==> src/rtl/usbg_pkg.sv <==
package usbg_pkg;

    localparam int DATA_W = 64;
    localparam int ADDR_W = 8;
    localparam logic [ADDR_W-1:0] CTRL_OFS = 8'h00;
    localparam logic [ADDR_W-1:0] HCFG_OFS = 8'hE0;

    // control word bit positions
    localparam int B_RST_GLUE = 0;
    localparam int B_RST_HOST = 1;
    localparam int B_RST_PHY  = 2;
    localparam int B_DEV_MODE = 3;
    localparam int B_HS_PWR   = 12;
    localparam int B_SS_PWR   = 14;
    localparam int B_U2_OFF   = 16;
    localparam int B_U3_OFF   = 18;
    localparam int B_BIST_GO  = 62;
    localparam int B_FAST_CLR = 63;

    // host configuration word bit positions
    localparam int B_PP_HI  = 24;
    localparam int B_PP_EN  = 25;
    localparam int B_OC_HI  = 26;
    localparam int B_OC_EN  = 27;
    localparam int B_BME    = 28;

    typedef struct packed {
        logic fast_clr;
        logic bist_go;
        logic u3_off;
        logic u2_off;
        logic ss_pwr;
        logic hs_pwr;
        logic dev_mode;
        logic rst_phy;
        logic rst_host;
        logic rst_glue;
    } ctrl_t;

    typedef struct packed {
        logic bme;
        logic oc_en;
        logic oc_hi;
        logic pp_en;
        logic pp_hi;
    } hcfg_t;

    localparam ctrl_t CTRL_INIT = '{rst_phy: 1'b1, rst_host: 1'b1, rst_glue: 1'b1, default: 1'b0};
    localparam hcfg_t HCFG_INIT = '0;

    function automatic ctrl_t ctrl_from_word(input logic [DATA_W-1:0] w);
        ctrl_t c;
        c.fast_clr = w[B_FAST_CLR];
        c.bist_go  = w[B_BIST_GO];
        c.u3_off   = w[B_U3_OFF];
        c.u2_off   = w[B_U2_OFF];
        c.ss_pwr   = w[B_SS_PWR];
        c.hs_pwr   = w[B_HS_PWR];
        c.dev_mode = w[B_DEV_MODE];
        c.rst_phy  = w[B_RST_PHY];
        c.rst_host = w[B_RST_HOST];
        c.rst_glue = w[B_RST_GLUE];
        return c;
    endfunction

    function automatic logic [DATA_W-1:0] ctrl_to_word(input ctrl_t c);
        logic [DATA_W-1:0] w;
        w = '0;
        w[B_FAST_CLR] = c.fast_clr;
        w[B_BIST_GO]  = c.bist_go;
        w[B_U3_OFF]   = c.u3_off;
        w[B_U2_OFF]   = c.u2_off;
        w[B_SS_PWR]   = c.ss_pwr;
        w[B_HS_PWR]   = c.hs_pwr;
        w[B_DEV_MODE] = c.dev_mode;
        w[B_RST_PHY]  = c.rst_phy;
        w[B_RST_HOST] = c.rst_host;
        w[B_RST_GLUE] = c.rst_glue;
        return w;
    endfunction

    function automatic hcfg_t hcfg_from_word(input logic [DATA_W-1:0] w);
        hcfg_t h;
        h.bme   = w[B_BME];
        h.oc_en = w[B_OC_EN];
        h.oc_hi = w[B_OC_HI];
        h.pp_en = w[B_PP_EN];
        h.pp_hi = w[B_PP_HI];
        return h;
    endfunction

    function automatic logic [DATA_W-1:0] hcfg_to_word(input hcfg_t h);
        logic [DATA_W-1:0] w;
        w = '0;
        w[B_BME]   = h.bme;
        w[B_OC_EN] = h.oc_en;
        w[B_OC_HI] = h.oc_hi;
        w[B_PP_EN] = h.pp_en;
        w[B_PP_HI] = h.pp_hi;
        return w;
    endfunction

endpackage

==> src/rtl/usbg_ctrl_reg.sv <==
module usbg_ctrl_reg
    import usbg_pkg::*;
(
    input  logic              clk,
    input  logic              rst,
    input  logic              wr_en,
    input  logic [DATA_W-1:0] wdata,
    input  logic              bist_done,
    output ctrl_t             q
);

    always_ff @(posedge clk) begin
        if (rst) begin
            q <= CTRL_INIT;
        end else begin
            if (wr_en) begin
                q <= ctrl_from_word(wdata);
            end
            // completion overrides a same-cycle software write of the start bit
            if (bist_done) begin
                q.bist_go <= 1'b0;
            end
        end
    end

    p_bist_clear_r4: assert property (@(posedge clk) disable iff (rst)
        bist_done |=> !q.bist_go);

    p_reset_state_r1: assert property (@(posedge clk)
        rst |=> (q.rst_glue && q.rst_host && q.rst_phy && !q.bist_go && !q.dev_mode));

    p_fastclr_hold_r5: assert property (@(posedge clk) disable iff (rst)
        !wr_en |=> $stable(q.fast_clr));

endmodule

==> src/rtl/usbg_hcfg_reg.sv <==
module usbg_hcfg_reg
    import usbg_pkg::*;
(
    input  logic              clk,
    input  logic              rst,
    input  logic              wr_en,
    input  logic [DATA_W-1:0] wdata,
    output hcfg_t             q
);

    always_ff @(posedge clk) begin
        if (rst) begin
            q <= HCFG_INIT;
        end else if (wr_en) begin
            q <= hcfg_from_word(wdata);
        end
    end

    p_hold_r3: assert property (@(posedge clk) disable iff (rst)
        !wr_en |=> $stable(q));

endmodule

==> src/rtl/usbg_pol_adapt.sv <==
// Converts between an off-chip level and an active-high internal signal.
// Disabled: output forced low.
module usbg_pol_adapt (
    input  logic en,
    input  logic active_high,
    input  logic level_in,
    output logic level_out
);

    always_comb begin
        level_out = en & (active_high ? level_in : ~level_in);
    end

    // a disabled path never asserts
    always_comb begin
        if (!en) begin
            p_off_quiet_r7: assert (!level_out);
        end
    end

endmodule

==> src/rtl/usb_glue_regs.sv <==
module usb_glue_regs
    import usbg_pkg::*;
#(
    parameter logic [ADDR_W-1:0] CTRL_ADDR = CTRL_OFS,
    parameter logic [ADDR_W-1:0] HCFG_ADDR = HCFG_OFS
) (
    input  logic              clk,
    input  logic              rst,
    input  logic [ADDR_W-1:0] reg_addr,
    input  logic              reg_we,
    input  logic [DATA_W-1:0] reg_wdata,
    output logic [DATA_W-1:0] reg_rdata,
    input  logic              bist_done,
    input  logic              oc_pin_in,
    input  logic              pp_req,
    input  logic              dma_req,
    output logic              glue_rst,
    output logic              host_rst,
    output logic              phy_rst,
    output logic              device_mode,
    output logic              hs_phy_pwr,
    output logic              ss_phy_pwr,
    output logic              usb2_port_off,
    output logic              usb3_port_off,
    output logic              bist_start,
    output logic              bist_fast_clear,
    output logic              oc_flag,
    output logic              pp_pin_out,
    output logic              bus_master_en,
    output logic              dma_stall
);

    logic  hit_ctrl, hit_hcfg;
    ctrl_t ctrl_q;
    hcfg_t hcfg_q;

    assign hit_ctrl = (reg_addr == CTRL_ADDR);
    assign hit_hcfg = (reg_addr == HCFG_ADDR);

    usbg_ctrl_reg u_ctrl (
        .clk       (clk),
        .rst       (rst),
        .wr_en     (reg_we && hit_ctrl),
        .wdata     (reg_wdata),
        .bist_done (bist_done),
        .q         (ctrl_q)
    );

    usbg_hcfg_reg u_hcfg (
        .clk   (clk),
        .rst   (rst),
        .wr_en (reg_we && hit_hcfg),
        .wdata (reg_wdata),
        .q     (hcfg_q)
    );

    usbg_pol_adapt u_oc (
        .en          (hcfg_q.oc_en),
        .active_high (hcfg_q.oc_hi),
        .level_in    (oc_pin_in),
        .level_out   (oc_flag)
    );

    usbg_pol_adapt u_pp (
        .en          (hcfg_q.pp_en),
        .active_high (hcfg_q.pp_hi),
        .level_in    (pp_req),
        .level_out   (pp_pin_out)
    );

    always_comb begin
        reg_rdata = '0;
        if (hit_ctrl) begin
            reg_rdata = ctrl_to_word(ctrl_q);
        end else if (hit_hcfg) begin
            reg_rdata = hcfg_to_word(hcfg_q);
        end
    end

    assign glue_rst        = ctrl_q.rst_glue;
    assign host_rst        = ctrl_q.rst_host;
    assign phy_rst         = ctrl_q.rst_phy;
    assign device_mode     = ctrl_q.dev_mode;
    assign hs_phy_pwr      = ctrl_q.hs_pwr;
    assign ss_phy_pwr      = ctrl_q.ss_pwr;
    assign usb2_port_off   = ctrl_q.u2_off;
    assign usb3_port_off   = ctrl_q.u3_off;
    assign bist_start      = ctrl_q.bist_go;
    assign bist_fast_clear = ctrl_q.fast_clr;
    assign bus_master_en   = hcfg_q.bme;
    assign dma_stall       = dma_req & ~hcfg_q.bme;

    p_unmapped_wr_r6: assert property (@(posedge clk) disable iff (rst)
        (reg_we && !hit_ctrl && !hit_hcfg && !bist_done) |=> ($stable(ctrl_q) && $stable(hcfg_q)));

    p_dma_stall_r9: assert property (@(posedge clk) disable iff (rst)
        (dma_req && !bus_master_en) |-> dma_stall);

    p_no_stall_idle_r9: assert property (@(posedge clk) disable iff (rst)
        !dma_req |-> !dma_stall);

endmodule

==> config.mk <==
export PLATFORM = sky130hd
export DESIGN_NAME = usb_glue_regs
export DESIGN_NICKNAME = d
export VERILOG_FILES = /design/src/rtl/usbg_pkg.sv /design/src/rtl/usbg_ctrl_reg.sv /design/src/rtl/usbg_hcfg_reg.sv /design/src/rtl/usbg_pol_adapt.sv /design/src/rtl/usb_glue_regs.sv
export SDC_FILE = /design/constraint.sdc
export NUM_CORES = 1
export LEC_CHECK = 0
export BUFFER_PORTS_ARGS = -buffer_cell sky130_fd_sc_hd__buf_2
export CORE_MARGIN = 2
export CORE_UTILIZATION = 25
export CTS_BUF_LIST = sky130_fd_sc_hd__clkbuf_4 sky130_fd_sc_hd__clkbuf_8
export CTS_CLUSTER_SIZE = 20
export DETAILED_ROUTE_END_ITERATION = 10
export PLACE_DENSITY = 0.82
export SLEW_MARGIN = 40
export SYNTH_ARGS = -nofsm -noshare
export SYNTH_HDL_FRONTEND = slang
export SYNTH_HIERARCHICAL = 1
export SYNTH_SLANG_ARGS = --single-unit
==> constraint.sdc <==
create_clock -name clk -period 2.1 [get_ports clk]
set_clock_uncertainty 0.1 [all_clocks]
set_input_delay 0.21 -clock clk [delete_from_list [all_inputs] [get_ports clk]]
set_output_delay 0.21 -clock clk [all_outputs]
set_load 0.05 [all_outputs]
==> results of run 1 <==
[final cells by class]
cell class	instances	area, µm²	area share [%]
multi-input combinational	104	558	40.7
timing repair buffer	64	338	24.7
inverter	16	60.1	4.38
sequential	15	300	21.9
clock inverter	1	7.51	0.548
tap	52	65.1	4.75
clock buffer	3	41.3	3.01
[power breakdown]
part	switching, mW	internal [mW]	total [mW]
clock	0.113	0.133	0.246
combinational	0.218	0.0271	0.245
sequential	0.000280	0.285	0.285
[worst max-delay path by stage]
stage                                to  slack (ns)  cells after the start
after floorplan            reg_rdata[0]       -0.28                      4
after global routing      reg_rdata[14]        0.12                      5
after global placement    reg_rdata[63]        0.14                      5
after CTS                 reg_rdata[63]        0.16                      5
after detailed placement  reg_rdata[63]        0.15                      5
final                     reg_rdata[63]        0.19                      5
[placed cells by master (no fill, tap or decap)]
master	netlist	routed
sky130_fd_sc_hd__nor3_2	1	2
sky130_fd_sc_hd__or4_4	1	1
sky130_fd_sc_hd__a211o_2	3	3
sky130_fd_sc_hd__clkinvlp_4	0	1
sky130_fd_sc_hd__or4_1	1	1
sky130_fd_sc_hd__nor2b_1	4	4
sky130_fd_sc_hd__dfxtp_1	15	15
sky130_fd_sc_hd__clkbuf_8	0	3
sky130_fd_sc_hd__and2_1	2	2
sky130_fd_sc_hd__buf_2	0	58
sky130_fd_sc_hd__inv_1	16	16
sky130_fd_sc_hd__mux2i_1	12	12
sky130_fd_sc_hd__nand4b_1	1	1
sky130_fd_sc_hd__nor2_1	11	11
sky130_fd_sc_hd__xnor2_1	2	2
sky130_fd_sc_hd__dlygate4sd3_1	0	1
sky130_fd_sc_hd__nor3_1	17	16
sky130_fd_sc_hd__buf_4	49	5
sky130_fd_sc_hd__conb_1	1	49
[logic make-up (layout without fill, tap and decap cells)]
family,after synthesis,after routing,synth area share (%)
AO/OA/AOI/OAI,3,3,2.59
multiplexers,12,12,10.4
flip-flops,15,15,25.9
AND/OR/NAND/NOR,38,38,17.4
other,1,49,0.324
buffers and inverters,71,84,41.9
XOR/XNOR,2,2,1.51
[stage by stage]
stage / total power, mW / hold WS, ns / instance area (µm²)
after floorplan: 0.574 / 0.180 / 1340
after CTS: 0.790 / 0.00178 / 1360
after detailed placement: 0.535 / 0.280 / 1310
after global placement: 0.534 / 0.277 / 1310
final: 0.776 / 0.0686 / 1370
after global routing: 0.814 / 0.0706 / 1370
[metal layers]
layer / routed length (µm) / vias to the layer above
met2: 1220 / 69
li1: - / 468
met5: 0 / -
met3: 297 / 2
met4: 8 / 0
met1: 949 / 430
[worst reg2reg max path: cells and delay by family, from the launching register on]
kind            cells  cell delay (ns)
flops               1             0.32
compound gates      1             0.26
simple gates        1             0.13
[sequential cells by signal, indices dropped and copies added (netlist names)]
signal,flops
u_ctrl/q,10
u_hcfg/q,5
==> results by stage, run 1 <==
STA:
- The aggregate negative setup slack is 0 ns.
- The final critical delay including setup and external delays is 1.91 ns.
- Based on the critical path, the design can be clocked at up to 523 MHz.
- The least setup slack across all paths after layout is around 0.19 ns.
- The number of hold violations in the final report came to 0.
- Setup violations remaining at the end of the flow were counted as 0.
- Setup repair after global routing left no endpoint under its margin.
- The max-slew violation count is 0.
- After layout, the worst path uses 91.0% of the clock period.

Setup path:
- The highest net fanout along the worst path is 9.
- Data on the critical path is required at its endpoint by between 1.5 and 2 ns.
- The worst-case register-to-register setup slack is roughly 1.2 ns.
- The slowest cell on the critical path is sky130_fd_sc_hd__or4_4.
- Among cell families on the critical path, the largest total delay comes from simple AND/OR/NAND/NOR gates.
- Data arrives at the worst endpoint at 1.60 ns.
- In this run the worst setup path begins at reg_addr[1].
- The combined buffer and inverter count along the critical path is 3.
- The category of the most critical setup path is input pin to output pin.
- The type of destination of the critical path is an output pin.
- The critical path goes through buf_2 -> or4_4 -> buf_4 -> nor3_1 -> buf_2.
- The most numerous cell type found on the critical path is sky130_fd_sc_hd__buf_2.
- In this run the critical register-to-register path is captured at u_ctrl/q[0]$_SDFFE_PP1P_.
- The startpoint type of the worst setup path is an input pin.
- The largest incremental delay on the critical path is 0.61 ns.
- The number of cells on the worst reg-to-reg path is 2.
- The worst register-to-register path begins at u_ctrl/q[0]$_SDFFE_PP1P_.

Synthesis:
- The synthesis-stage register bit count is 15.
- The number of different library cells in the post-synthesis netlist is 19.
- The gate count of the mapped netlist is 142.
- The fraction of synthesized cell area taken by the top area cell type is 31.7%.
- The average size of a mapped cell is slightly above 8 µm².
- The commonest cells after synthesis are 49 x sky130_fd_sc_hd__buf_4, 17 x sky130_fd_sc_hd__nor3_1, 16 x sky130_fd_sc_hd__inv_1.
- The sequential fraction of the synthesis area is around 26%.
- After synthesis, the cell types taking the most area are sky130_fd_sc_hd__buf_4 32%, sky130_fd_sc_hd__dfxtp_1 26%, sky130_fd_sc_hd__mux2i_1 10%.
- The Yosys step of the flow raised 6 warnings.
- The cell area after technology mapping is 0.00116 mm².
- The share of synthesized registers carrying an async set or reset is 0%.
- The biggest area contributor in the post-synthesis netlist is sky130_fd_sc_hd__buf_4.
- Among all flip-flop cells after synthesis, the most frequent one is sky130_fd_sc_hd__dfxtp_1.
- The most instantiated library cell after synthesis is sky130_fd_sc_hd__buf_4.
- The number of flops mapped to enable cells by yosys is 0.

Clock tree:
- The clock net sink count is 15.
- In this run, CTS created clock tree buffers numbering 3.
- In this run, post-CTS hold repair placed 0 buffers.
- The clock reaches the later pin of the worst-skew pair after 0.25 ns.
- The clock tree from TritonCTS is done.
- Counting along the longest clock path gives a buffer depth of 2.
- The H-tree depth is 1.
- The post-CTS repair timing setup buffer count is 0.
- The master cell of the clock root buffer is sky130_fd_sc_hd__clkbuf_8.
- After clock tree synthesis, the clock-pin slew on the worst setup and hold paths is about 0.07 ns.
- The number of gates resized after CTS was 0.

Placement:
- The count of input and output buffers is 58.
- After detailed placement, the design holds a cell count of 250.
- OpenSTA, run right after detailed placement, puts the worst setup slack at 0.151 ns.
- Routability-driven placement finished with a final weighted congestion of between 0.6 and 0.7.
- The half-perimeter wire length of the detailed placement result is 2020 µm.

Routing:
- In the routed layout, each cell is associated on average with a via count of 3.80.
- The detailed router finished its first iteration with 21 violations.
- The detailed-route wire length is around 2500 µm.
- Once detail routing completed, the nets flagged for antenna violations numbered 0.
- The total iterations of the first detailed-routing run is 2.
- The wire length per cell after detailed routing is 9.71 µm.
- The overall via count from detail_route is 969.
- For this run, design rule violations remaining after detail routing come to 0.

Global routing:
- The wire length of the first global-routing pass is 3800 µm.
- The via count of the first global-routing pass is just over 800.
- Entering global routing, the biggest net connects 16 pins.
- The global routing usage on met2 is 17.1%.
- Global routing finished with a remaining overflow of 0.
- The routing usage on met3 is 4.58%.
- The busiest metal layer after global routing is met2.
- The initial antenna violation count is 0.
- The global routing met1 resource utilization is 10.2%.
- The total track usage is 9.56%.

Finish:
- The filler-free cell count of the finished design is 255.
- The share of the core filled with cells is 31.0%.
- The count of filler cells inserted in the layout is 476.
- The repair_antennas step left the layout with diodes totalling 0.
- Relative to the synthesized area, the layout overhead comes to 18.3%.
- The share of final-layout standard cells stronger than drive strength 1 is 36.0%.
- After the last flow step, the layout net total stands at between 200 and 300.

Floorplan:
- The total area inside the core boundary comes to 0.00441 mm².
- The row count is 24.
- The number of top-level pins is 157.
- Once the floorplan was initialized, standard cells occupied about a quarter of the core.
- The overall die area is 0.00519 mm².
- The floorplan step set the die height to roughly 72 µm.
- The die extent in x is around 72 µm.

Power and ir drop:
- For this design the static power due to leakage is ~0.70 nW.
- The maximum vdd drop is ~280 µV.
- For this design the ratio of total power to cell area is approximately 570 mW/mm².

Hold path:
- The worst min-delay path class is input pin to flop.
- Along the worst hold path, the cell count comes to 2.
- The worst min-delay path endpoint is u_ctrl/q[1]$_SDFFE_PP1P_.
- The launch instance of the worst min-delay path is reg_wdata[1].

Job:
- The max-cap violation count is 0.

Outcome:
- The flow ran to the end, and the final reports show no timing, DRC or antenna violations.
Note: power is estimated with default switching activity, not from simulation.
==> run 2, diff against run 1 <==
--- a/config.mk
+++ b/config.mk
@@ -10,3 +10,3 @@
 export CORE_UTILIZATION = 25
-export CTS_BUF_LIST = sky130_fd_sc_hd__clkbuf_4 sky130_fd_sc_hd__clkbuf_8
+export CTS_BUF_LIST = sky130_fd_sc_hd__clkbuf_2
 export CTS_CLUSTER_SIZE = 20
@@ -14,2 +14,3 @@
 export PLACE_DENSITY = 0.82
+export SKIP_LAST_GASP = 1
 export SLEW_MARGIN = 40
--- a/constraint.sdc
+++ b/constraint.sdc
@@ -4,2 +4,2 @@
 set_output_delay 0.21 -clock clk [all_outputs]
-set_load 0.05 [all_outputs]
+set_load 0.02 [all_outputs]
==> run 2 against run 1 <==
First-iteration DRC count fell by 57%. Sequential share of layout area fell by 0.41 points. Cell area rose by 1.9%. Die area did not move. Sequential cell count did not move. Wire length rose by 8.1%. Non-clock buffer count rose by 5. Clock power fell by 36%. Final cell count rose by 2.0%. Largest cell class unchanged.
==> results by stage, run 2 (same netlist as run 1, synthesis figures left out) <==
Global routing:
- The initial antenna violation count was 0.
- The pin count of the biggest net entering global routing is 16.
- The via count of the first global-routing pass came to 888.
- The total track usage is 10.1%.
- The total overflow left after global routing is 0.
- The first global-routing pass estimated 4020 µm of wire.

Power and ir drop:
- The maximum vdd drop is 289 µV.
- The completed layout was analyzed and its total power is 579 µW.
- In this run the power density over the cells is 415 mW/mm².
- The leakage power is 0.710 nW.

Clock tree:
- The clock-pin slew on the worst setup and hold paths is 0.19 ns.
- After clock tree synthesis, the repair step resized 0 gates.
- The clock tree from TritonCTS is done.
- At the later pin of the worst-skew pair, clock insertion delay measures ~0.31 ns.
- Clock tree synthesis selected as its root buffer the cell sky130_fd_sc_hd__clkbuf_2.
- The H-tree depth is 1.
- Hold repair after CTS inserted 6 buffers.
- The clock net sink count is 15.
- Clock tree synthesis inserted a total of 3 buffers.
- The post-CTS repair timing setup buffer count is 0.
- The number of buffers on the longest clock path is 2.

Placement:
- At the end of routability-driven placement, the weighted congestion stood at between 0.6 and 0.7.
- The half-perimeter wire length of the detailed placement result is 2050 µm.
- In this run the cell area measured after placement is 0.00130 mm².
- The count of input and output buffers is 58.

Setup path:
- STA classifies the critical path startpoint as an input pin.
- In this run the worst path has a maximum fanout of 9.
- In this run the register-to-register setup slack is roughly 1.2 ns.
- The data arrival time at the worst-slack endpoint is about 1.5 ns.
- The type of destination of the critical path is an output pin.
- At the worst endpoint, the required time is 1.79 ns.
- The number of cells on the worst reg-to-reg path is 2.
- The critical path is of the input pin to output pin type.

Finish:
- In the final layout, the registers with the most flip-flops are u_ctrl/q (10), u_hcfg/q (5).
- The library cell used most frequently in the layout, excluding fill and tap cells, is sky130_fd_sc_hd__buf_2.
- The number of flip-flops in the largest register is 10.
- The register with the most flip-flops in the final layout is u_ctrl/q.
- Summing all non-filler instances in the final layout gives an area of 0.00140 mm².
- At the end of the flow, the number of nets in the layout was 288.
- Cells with a size suffix above 1 make up 34.6% of the layout.
- The share of the core filled with cells is 31.6%.
- The number of antenna diodes in the final layout is 0.
- The top cell types in the final layout, fill and taps aside, are 58 x sky130_fd_sc_hd__buf_2, 49 x sky130_fd_sc_hd__conb_1, 16 x sky130_fd_sc_hd__inv_1, 16 x sky130_fd_sc_hd__nor3_1, 15 x sky130_fd_sc_hd__dfxtp_1.
- The area growth from synthesis to layout is 20.5%.

Routing:
- The DRC violations left is 0.
- The detailed-route wire length is 2680 µm.
- The overall via count from detail_route is 983.
- Dividing the detail-routed via count by the number of cells gives ~3.8.
- The total iterations of the first detailed-routing run is 2.
- The detailed router finished its first iteration with 9 violations.
- In the final routed layout, each cell accounts on average for 10.3 µm.
- Once detail routing completed, the nets flagged for antenna violations numbered 0.

Floorplan:
- The height of the die is 72.1 µm.
- The row count is 24.
- For this configuration, the core starts out at a cell density of 26.2%.
- The floorplan step defined a die boundary enclosing 0.00519 mm².
- The number of top-level pins is 157.
- The area inside the core boundary is 0.00441 mm².
- From left edge to right edge, the die measures 72.1 µm.

STA:
- The final setup violation count is 0.
- Setup repair after global routing left no endpoint under its margin.
- The aggregate negative setup slack is 0 ns.
- The final clock period utilization by the worst path is 85.8%.
- The max-slew violation count is 0.
- The final critical delay including setup and external delays is 1.80 ns.
- Derived from the worst setup path, the maximum achievable clock frequency is 555 MHz.
- The number of hold violations in the final report is 0.

Hold path:
- The worst min-delay path class is input pin to flop.
- The number of stages on the worst hold path is 3.

Job:
- The max-cap violation count is 0.

Outcome:
- The flow ran to the end, and the final reports show no timing, DRC or antenna violations.
[run 2: worst paths after layout]
kind,to,start
worst max-delay path,reg_rdata[62],reg_addr[1]
worst min-delay path,u_ctrl/q[3]$_SDFFE_PP0P_,reg_wdata[3]
worst max register to register,u_ctrl/q[1]$_SDFFE_PP1P_,u_ctrl/q[1]$_SDFFE_PP1P_
worst min register to register,u_hcfg/q[3]$_SDFFE_PP0P_,u_hcfg/q[3]$_SDFFE_PP0P_
[run 2: per-layer routing]
layer	vias up	GRT usage, %	part of all wire, %
met4	0	1.05	0
met1	429	10.3	37
met2	73	19.7	53
met3	0	4.03	9.9
li1	481	-	-
met5	-	0	0
[run 2: area by class of cell]
class | count | area, µm²
fill | 483 | 3020
multi-input combinational | 104 | 558
timing repair buffer | 69 | 390
sequential | 15 | 300
tap | 52 | 65.1
inverter | 16 | 60.1
clock buffer | 3 | 15.0
clock inverter | 1 | 7.51
[run 2: stage by stage]
stage	hold WS, ns	setup slack [ns]	cells
floorplan	0.180	0.155	190
global placement	0.277	0.212	249
detailed placement	0.279	0.196	249
CTS	0.00144	0.291	259
global route	0.0213	0.201	260
finish	0.0384	0.298	260
[run 2: worst max-delay path, cell delays in order]
cell and delay, ns:
sky130_fd_sc_hd__buf_2 0.10, sky130_fd_sc_hd__or4_4 0.61, sky130_fd_sc_hd__buf_4 0.21, sky130_fd_sc_hd__nor3_1 0.17
sky130_fd_sc_hd__buf_2 0.19
[run 2: report_power, final]
part,internal [mW],total (mW),switching [mW],leakage (nW)
clock,0.0444,0.157,0.112,0.0126
combinational,0.0342,0.137,0.102,0.576
sequential,0.285,0.286,0.000294,0.121
total,0.364,0.579,0.215,0.710
